[src/rtl/axil_regbus_pkg.sv]
package axil_regbus_pkg;

    typedef enum logic [2:0] {
        ST_IDLE      = 3'd0,
        ST_WR_STROBE = 3'd1,
        ST_WR_RESP   = 3'd2,
        ST_RD_STROBE = 3'd3,
        ST_RD_WAIT   = 3'd4,
        ST_RD_RESP   = 3'd5
    } bridge_state_t;

    localparam logic [1:0] RESP_OKAY = 2'b00;

endpackage

[src/rtl/axil_regbus_ctrl.sv]
module axil_regbus_ctrl
    import axil_regbus_pkg::*;
(
    input  logic clk,
    input  logic rst_n,
    input  logic awvalid,
    input  logic wvalid,
    input  logic arvalid,
    input  logic bready,
    input  logic rready,
    output logic awready,
    output logic wready,
    output logic arready,
    output logic bvalid,
    output logic rvalid,
    output logic strobe_wr,
    output logic strobe_rd,
    output logic load_wr,
    output logic load_rd,
    output logic load_rdata
);

    bridge_state_t state_q, state_d;
    logic          wr_req;

    assign wr_req = awvalid && wvalid;

    // state register
    always_ff @(posedge clk) begin
        if (!rst_n) begin
            state_q <= ST_IDLE;
        end else begin
            state_q <= state_d;
        end
    end

    // transitions
    always_comb begin
        state_d = state_q;
        unique case (state_q)
            ST_IDLE: begin
                if (wr_req) begin
                    state_d = ST_WR_STROBE;       // accept-write, wins ties
                end else if (arvalid) begin
                    state_d = ST_RD_STROBE;       // accept-read
                end
            end
            ST_WR_STROBE: state_d = ST_WR_RESP;
            ST_WR_RESP:   if (bready) state_d = ST_IDLE;   // write-done
            ST_RD_STROBE: state_d = ST_RD_WAIT;
            ST_RD_WAIT:   state_d = ST_RD_RESP;
            ST_RD_RESP:   if (rready) state_d = ST_IDLE;   // read-done
            default:      state_d = ST_IDLE;
        endcase
    end

    // outputs
    always_comb begin
        awready    = 1'b0;
        wready     = 1'b0;
        arready    = 1'b0;
        bvalid     = 1'b0;
        rvalid     = 1'b0;
        strobe_wr  = 1'b0;
        strobe_rd  = 1'b0;
        load_rdata = 1'b0;
        unique case (state_q)
            ST_IDLE: begin
                awready = wr_req;
                wready  = wr_req;
                arready = arvalid && !wr_req;
            end
            ST_WR_STROBE: strobe_wr  = 1'b1;
            ST_WR_RESP:   bvalid     = 1'b1;
            ST_RD_STROBE: strobe_rd  = 1'b1;
            ST_RD_WAIT:   load_rdata = 1'b1;
            ST_RD_RESP:   rvalid     = 1'b1;
            default: ;
        endcase
    end

    assign load_wr = awready;
    assign load_rd = arready;

endmodule

[src/rtl/axil_regbus_capture.sv]
module axil_regbus_capture #(
    parameter int ADDR_W = 20,
    parameter int DATA_W = 32,
    parameter int REG_AW = 14
) (
    input  logic              clk,
    input  logic              rst_n,
    input  logic              load_wr,
    input  logic              load_rd,
    input  logic              load_rdata,
    input  logic [ADDR_W-1:0] awaddr,
    input  logic [ADDR_W-1:0] araddr,
    input  logic [DATA_W-1:0] wdata,
    input  logic [DATA_W-1:0] reg_rdata,
    output logic [REG_AW-1:0] reg_addr,
    output logic [DATA_W-1:0] reg_wdata,
    output logic [DATA_W-1:0] rdata
);

    localparam int WORD_LSB = $clog2(DATA_W / 8);

    logic [ADDR_W-1:0] addr_sel;
    logic [REG_AW-1:0] addr_q;
    logic [DATA_W-1:0] wdata_q;
    logic [DATA_W-1:0] rdata_q;
    logic              unused_addr_bits;

    assign addr_sel         = load_wr ? awaddr : araddr;
    assign unused_addr_bits = ^{awaddr, araddr};

    always_ff @(posedge clk) begin
        if (!rst_n) begin
            addr_q  <= '0;
            wdata_q <= '0;
            rdata_q <= '0;
        end else begin
            if (load_wr || load_rd) begin
                addr_q <= addr_sel[WORD_LSB +: REG_AW];
            end
            if (load_wr) begin
                wdata_q <= wdata;
            end
            if (load_rdata) begin
                rdata_q <= reg_rdata;
            end
        end
    end

    assign reg_addr  = addr_q;
    assign reg_wdata = wdata_q;
    assign rdata     = rdata_q;

endmodule

[src/rtl/axil_regbus_bridge.sv]
module axil_regbus_bridge
    import axil_regbus_pkg::*;
#(
    parameter int ADDR_W = 20,
    parameter int DATA_W = 32,
    parameter int REG_AW = 14
) (
    input  logic              clk,
    input  logic              rst_n,
    input  logic              s_awvalid,
    output logic              s_awready,
    input  logic [ADDR_W-1:0] s_awaddr,
    input  logic [2:0]        s_awprot,
    input  logic              s_wvalid,
    output logic              s_wready,
    input  logic [DATA_W-1:0] s_wdata,
    output logic              s_bvalid,
    input  logic              s_bready,
    output logic [1:0]        s_bresp,
    input  logic              s_arvalid,
    output logic              s_arready,
    input  logic [ADDR_W-1:0] s_araddr,
    input  logic [2:0]        s_arprot,
    output logic              s_rvalid,
    input  logic              s_rready,
    output logic [DATA_W-1:0] s_rdata,
    output logic [1:0]        s_rresp,
    output logic              reg_wr,
    output logic              reg_rd,
    output logic [REG_AW-1:0] reg_addr,
    output logic [DATA_W-1:0] reg_wdata,
    input  logic [DATA_W-1:0] reg_rdata
);

    logic load_wr, load_rd, load_rdata;
    logic unused_prot;

    assign unused_prot = ^{s_awprot, s_arprot};

    axil_regbus_ctrl u_ctrl (
        .clk        (clk),
        .rst_n      (rst_n),
        .awvalid    (s_awvalid),
        .wvalid     (s_wvalid),
        .arvalid    (s_arvalid),
        .bready     (s_bready),
        .rready     (s_rready),
        .awready    (s_awready),
        .wready     (s_wready),
        .arready    (s_arready),
        .bvalid     (s_bvalid),
        .rvalid     (s_rvalid),
        .strobe_wr  (reg_wr),
        .strobe_rd  (reg_rd),
        .load_wr    (load_wr),
        .load_rd    (load_rd),
        .load_rdata (load_rdata)
    );

    axil_regbus_capture #(
        .ADDR_W (ADDR_W),
        .DATA_W (DATA_W),
        .REG_AW (REG_AW)
    ) u_capture (
        .clk        (clk),
        .rst_n      (rst_n),
        .load_wr    (load_wr),
        .load_rd    (load_rd),
        .load_rdata (load_rdata),
        .awaddr     (s_awaddr),
        .araddr     (s_araddr),
        .wdata      (s_wdata),
        .reg_rdata  (reg_rdata),
        .reg_addr   (reg_addr),
        .reg_wdata  (reg_wdata),
        .rdata      (s_rdata)
    );

    assign s_bresp = RESP_OKAY;
    assign s_rresp = RESP_OKAY;

endmodule

[config.mk]
export PLATFORM = sky130hd
export DESIGN_NAME = axil_regbus_bridge
export DESIGN_NICKNAME = d
export VERILOG_FILES = /design/src/rtl/axil_regbus_pkg.sv /design/src/rtl/axil_regbus_ctrl.sv /design/src/rtl/axil_regbus_capture.sv /design/src/rtl/axil_regbus_bridge.sv
export SDC_FILE = /design/constraint.sdc
export NUM_CORES = 1
export LEC_CHECK = 0
export BUFFER_PORTS_ARGS = -buffer_cell sky130_fd_sc_hd__buf_4
export CAP_MARGIN = 20
export CORE_MARGIN = 2
export CORE_UTILIZATION = 31
export DETAILED_ROUTE_END_ITERATION = 6
export SLEW_MARGIN = 10
export SYNTH_ARGS = -nofsm -noshare
export SYNTH_HDL_FRONTEND = slang
export SYNTH_SLANG_ARGS = --single-unit
[constraint.sdc]
create_clock -name clk -period 3 [get_ports clk]
set_clock_uncertainty 0.1 [all_clocks]
set_input_delay 0.3 -clock clk [delete_from_list [all_inputs] [get_ports clk]]
set_output_delay 0.3 -clock clk [all_outputs]
set_load 0.1 [all_outputs]
==> flow_metrics.tcl <==
set metrics [dict create \
    status "finished clean" \
    place_congestion 0.7097 \
    area_growth_pct 47.35 \
    finalSetupViolCount 0 \
    fmax_mhz 412.6 \
    grt.busiest_layer "met2" \
    ys_warn_count 0 \
    slew_violations 0 \
    p_per_area_nw_per_um2 618.2 \
    switching_power_mw 1.135 \
    via_per_inst 4.450 \
    seqPwrFrac_pct 37.1 \
    hold_depth 3 \
    synth-main-ff-cell "dfxtp_1" \
    clock_tree.root_cell "clkbuf_16" \
    yosysUniqueCellTypes 26 \
    reg2reg_from "u_ctrl.state_q[0]" \
    core_area_um2 10940 \
    p_total_mw 3.180 \
    fin_crit_sh_pct 80.79 \
    worstMarginPinSlew_ns 0.9997 \
    antenna_left 0 \
    p_leak_nw 2.256 \
    die_y_um 110.1 \
    grt_pass1_vias 2833 \
    grt.overflow.total 0 \
    startpoint "u_ctrl.state_q[0]" \
    r2r_slack_ns 0.89 \
    rsz0062_at_grt "false" \
    dp_cells 669 \
    hold_class "input port to register" \
    ys_ff_latch 81 \
    place_hpwl_mm 6.075 \
    swShare_pct 35.71 \
    worst-path-max-fanout 17 \
    wl_per_cell_um 12.52 \
    holdPathEnd "u_capture.rdata[13]" \
    drt_iter0_markers 105 \
    drive_above_1_share_pct 40.18 \
    antenna_cells 0 \
    cts.sinks 81 \
    clock_path_buffers 2 \
    syn_area_um2 3491 \
    worst_ep_arrival_time_ns 2.02 \
    grt_util_met3_pct 4.821 \
    synthesis.area_per_instance_um2 9.309 \
    post-route-min-period_ns 2.424 \
    cts_tree "yes" \
    dieArea_um2 12130 \
    crit_chain "or3_4 -> nor2_8 -> buf_4" \
    hold_viol 0 \
    p_int_mw 2.044 \
    fin_nets 657 \
    synth-seq-area-share_pct 46.45 \
    crit_required_ns 2.60 \
    cts.htree.levels 3 \
    drt-total-wl_mm 8.575 \
    final_cell_mix "buf_4 (186), nand2_1 (131), dfxtp_1 (81), mux2i_1 (33), a21boi_1 (32)" \
    ir_drop_mv 0.2772 \
    grtUsageMet1_pct 15.29 \
    regArea_um2 1622 \
    finalNonFillerCells 685 \
    grt_pass1_wl_mm 13.07 \
    drc 0 \
    worstSetupPathType "register to output port" \
    cts.clk_slew.worst_paths_ns 0.06 \
    cts_made_buffers 9 \
    fp.dieW_um 110.1 \
    post_cts_buffers 0 \
    start_util_pct 31.92 \
    cts.hold.buffers_added 0 \
    grtUsageMet2_pct 23.71 \
    cap_violations 0 \
    dr_total_vias 3048 \
    worstSetupEndpointType "output port" \
    row_count 38 \
    synthCells 375 \
    hold_path_startpoint "reg_rdata[13]" \
    firstDrtPassIters 4 \
    crit_path_start_kind "register" \
    max_stage_delay_ns 0.55 \
    antenna_found_initial 0 \
    pwr-share-clk_pct 33.9 \
    grt_usage_pct 13.63 \
    fillers 1091 \
    cts_resized 0 \
    final_common_cell "buf_4" \
    grt_max_degree 114 \
    io_pins 206 \
    async_flop_share_pct 0 \
    slowest_stage "or3_4" \
    multiInputGateArea_um2 1660 \
    synth_edf_count 0 \
    r2r_cells 4 \
    combPwrFrac_pct 29.0 \
    io_buffers 183 \
    worst_r2r_endpoint "u_capture.reg_wdata[1]" \
    clkLatencyLatePin_ns 0.32 \
    maxSlewHeadroom_pct 33.35 \
]
worst max path at each step:
stage | slack (ns) | to
detailed placement | 0.87 | u_capture.reg_wdata[1]
floorplan | -0.22 | s_bvalid
global route | 0.47 | s_wready
global placement | 0.93 | u_capture.reg_wdata[4]
CTS | 0.55 | s_awready
finish | 0.58 | s_wready
sequential cells by signal, indices dropped and copies added (netlist names):
register / count
u_capture.rdata: 32
u_capture.reg_addr: 14
u_capture.reg_wdata: 32
u_ctrl.state_q: 3
per-stage QoR:
step           hold WS, ns  worst slack, ns  cell area, um2  TNS (ns)  utilization, %
6_report            0.1122           0.5763            5144         0           47.04
5_1_grt             0.1074           0.4723            5144         0           47.04
4_1_cts             0.1039           0.5504            5144         0           47.04
3_5_place_dp        0.3452           0.8682            4853         0           44.38
3_3_place_gp        0.3426           0.9260            4853         0           44.38
2_1_floorplan       0.3349          -0.2235            3502   -0.4365               -
power by group through the flow:
| stage | clock network (mW) | registers (mW) | logic, mW |
|---|---|---|---|
| 4_1_cts | 1.12 | 1.18 | 0.928 |
| 2_1_floorplan | 0 | 1.61 | 0.305 |
| 3_3_place_gp | 0 | 1.20 | 0.924 |
| 6_report | 1.08 | 1.18 | 0.921 |
| 3_5_place_dp | 0 | 1.20 | 0.928 |
| 5_1_grt | 1.15 | 1.19 | 0.960 |
cell type report:
type,count,share of cell area (%)
clock buffers,12,4.597
clock inverters,4,1.046
multi-input cells,262,32.28
flip-flops and latches,81,31.53
well taps,140,3.405
repair buffers,186,27.15
worst max-delay path, delay by kind of cell, from the launching register on:
kind	cells	cell delay [ns]
DFF	1	0.42
and+or+nand+nor	2	0.90
buffers and inverters	1	0.37
Yosys cell counts (2+ instances only):
library cell | instances | area, um2
nand2_1 | 131 | 491.7
dfxtp_1 | 81 | 1622
mux2i_1 | 33 | 330.3
a21boi_1 | 32 | 240.2
clkbuf_1 | 20 | 75.07
nand2b_1 | 15 | 93.84
mux2_2 | 14 | 157.7
o221a_1 | 14 | 157.7
buf_4 | 5 | 37.54
buf_2 | 4 | 20.02
buf_12 | 3 | 60.06
buf_6 | 3 | 33.78
nor2_1 | 3 | 11.26
nor3b_1 | 3 | 22.52
and3b_1 | 2 | 17.52
nor2_8 | 2 | 40.04
kinds of logic (layout without fill, tap and decap cells):
group | Yosys count | in the layout | synth area share, %
buffers and inverters | 35 | 202 | 6.488
AND/OR/NAND/NOR | 161 | 161 | 20.72
flip-flops | 81 | 81 | 46.45
other | 1 | 4 | 0.1074
multiplexers | 47 | 47 | 13.98
AO/OA/AOI/OAI | 50 | 50 | 12.26
routing by layer:
metal / wire (um) / vias to the layer above
met1: 3634 / 1361
met3: 808 / 10
li1: - / 1563
met5: 0 / -
met4: 110 / 0
met2: 4021 / 114
No activity file was read; power rests on OpenSTA's default activity.
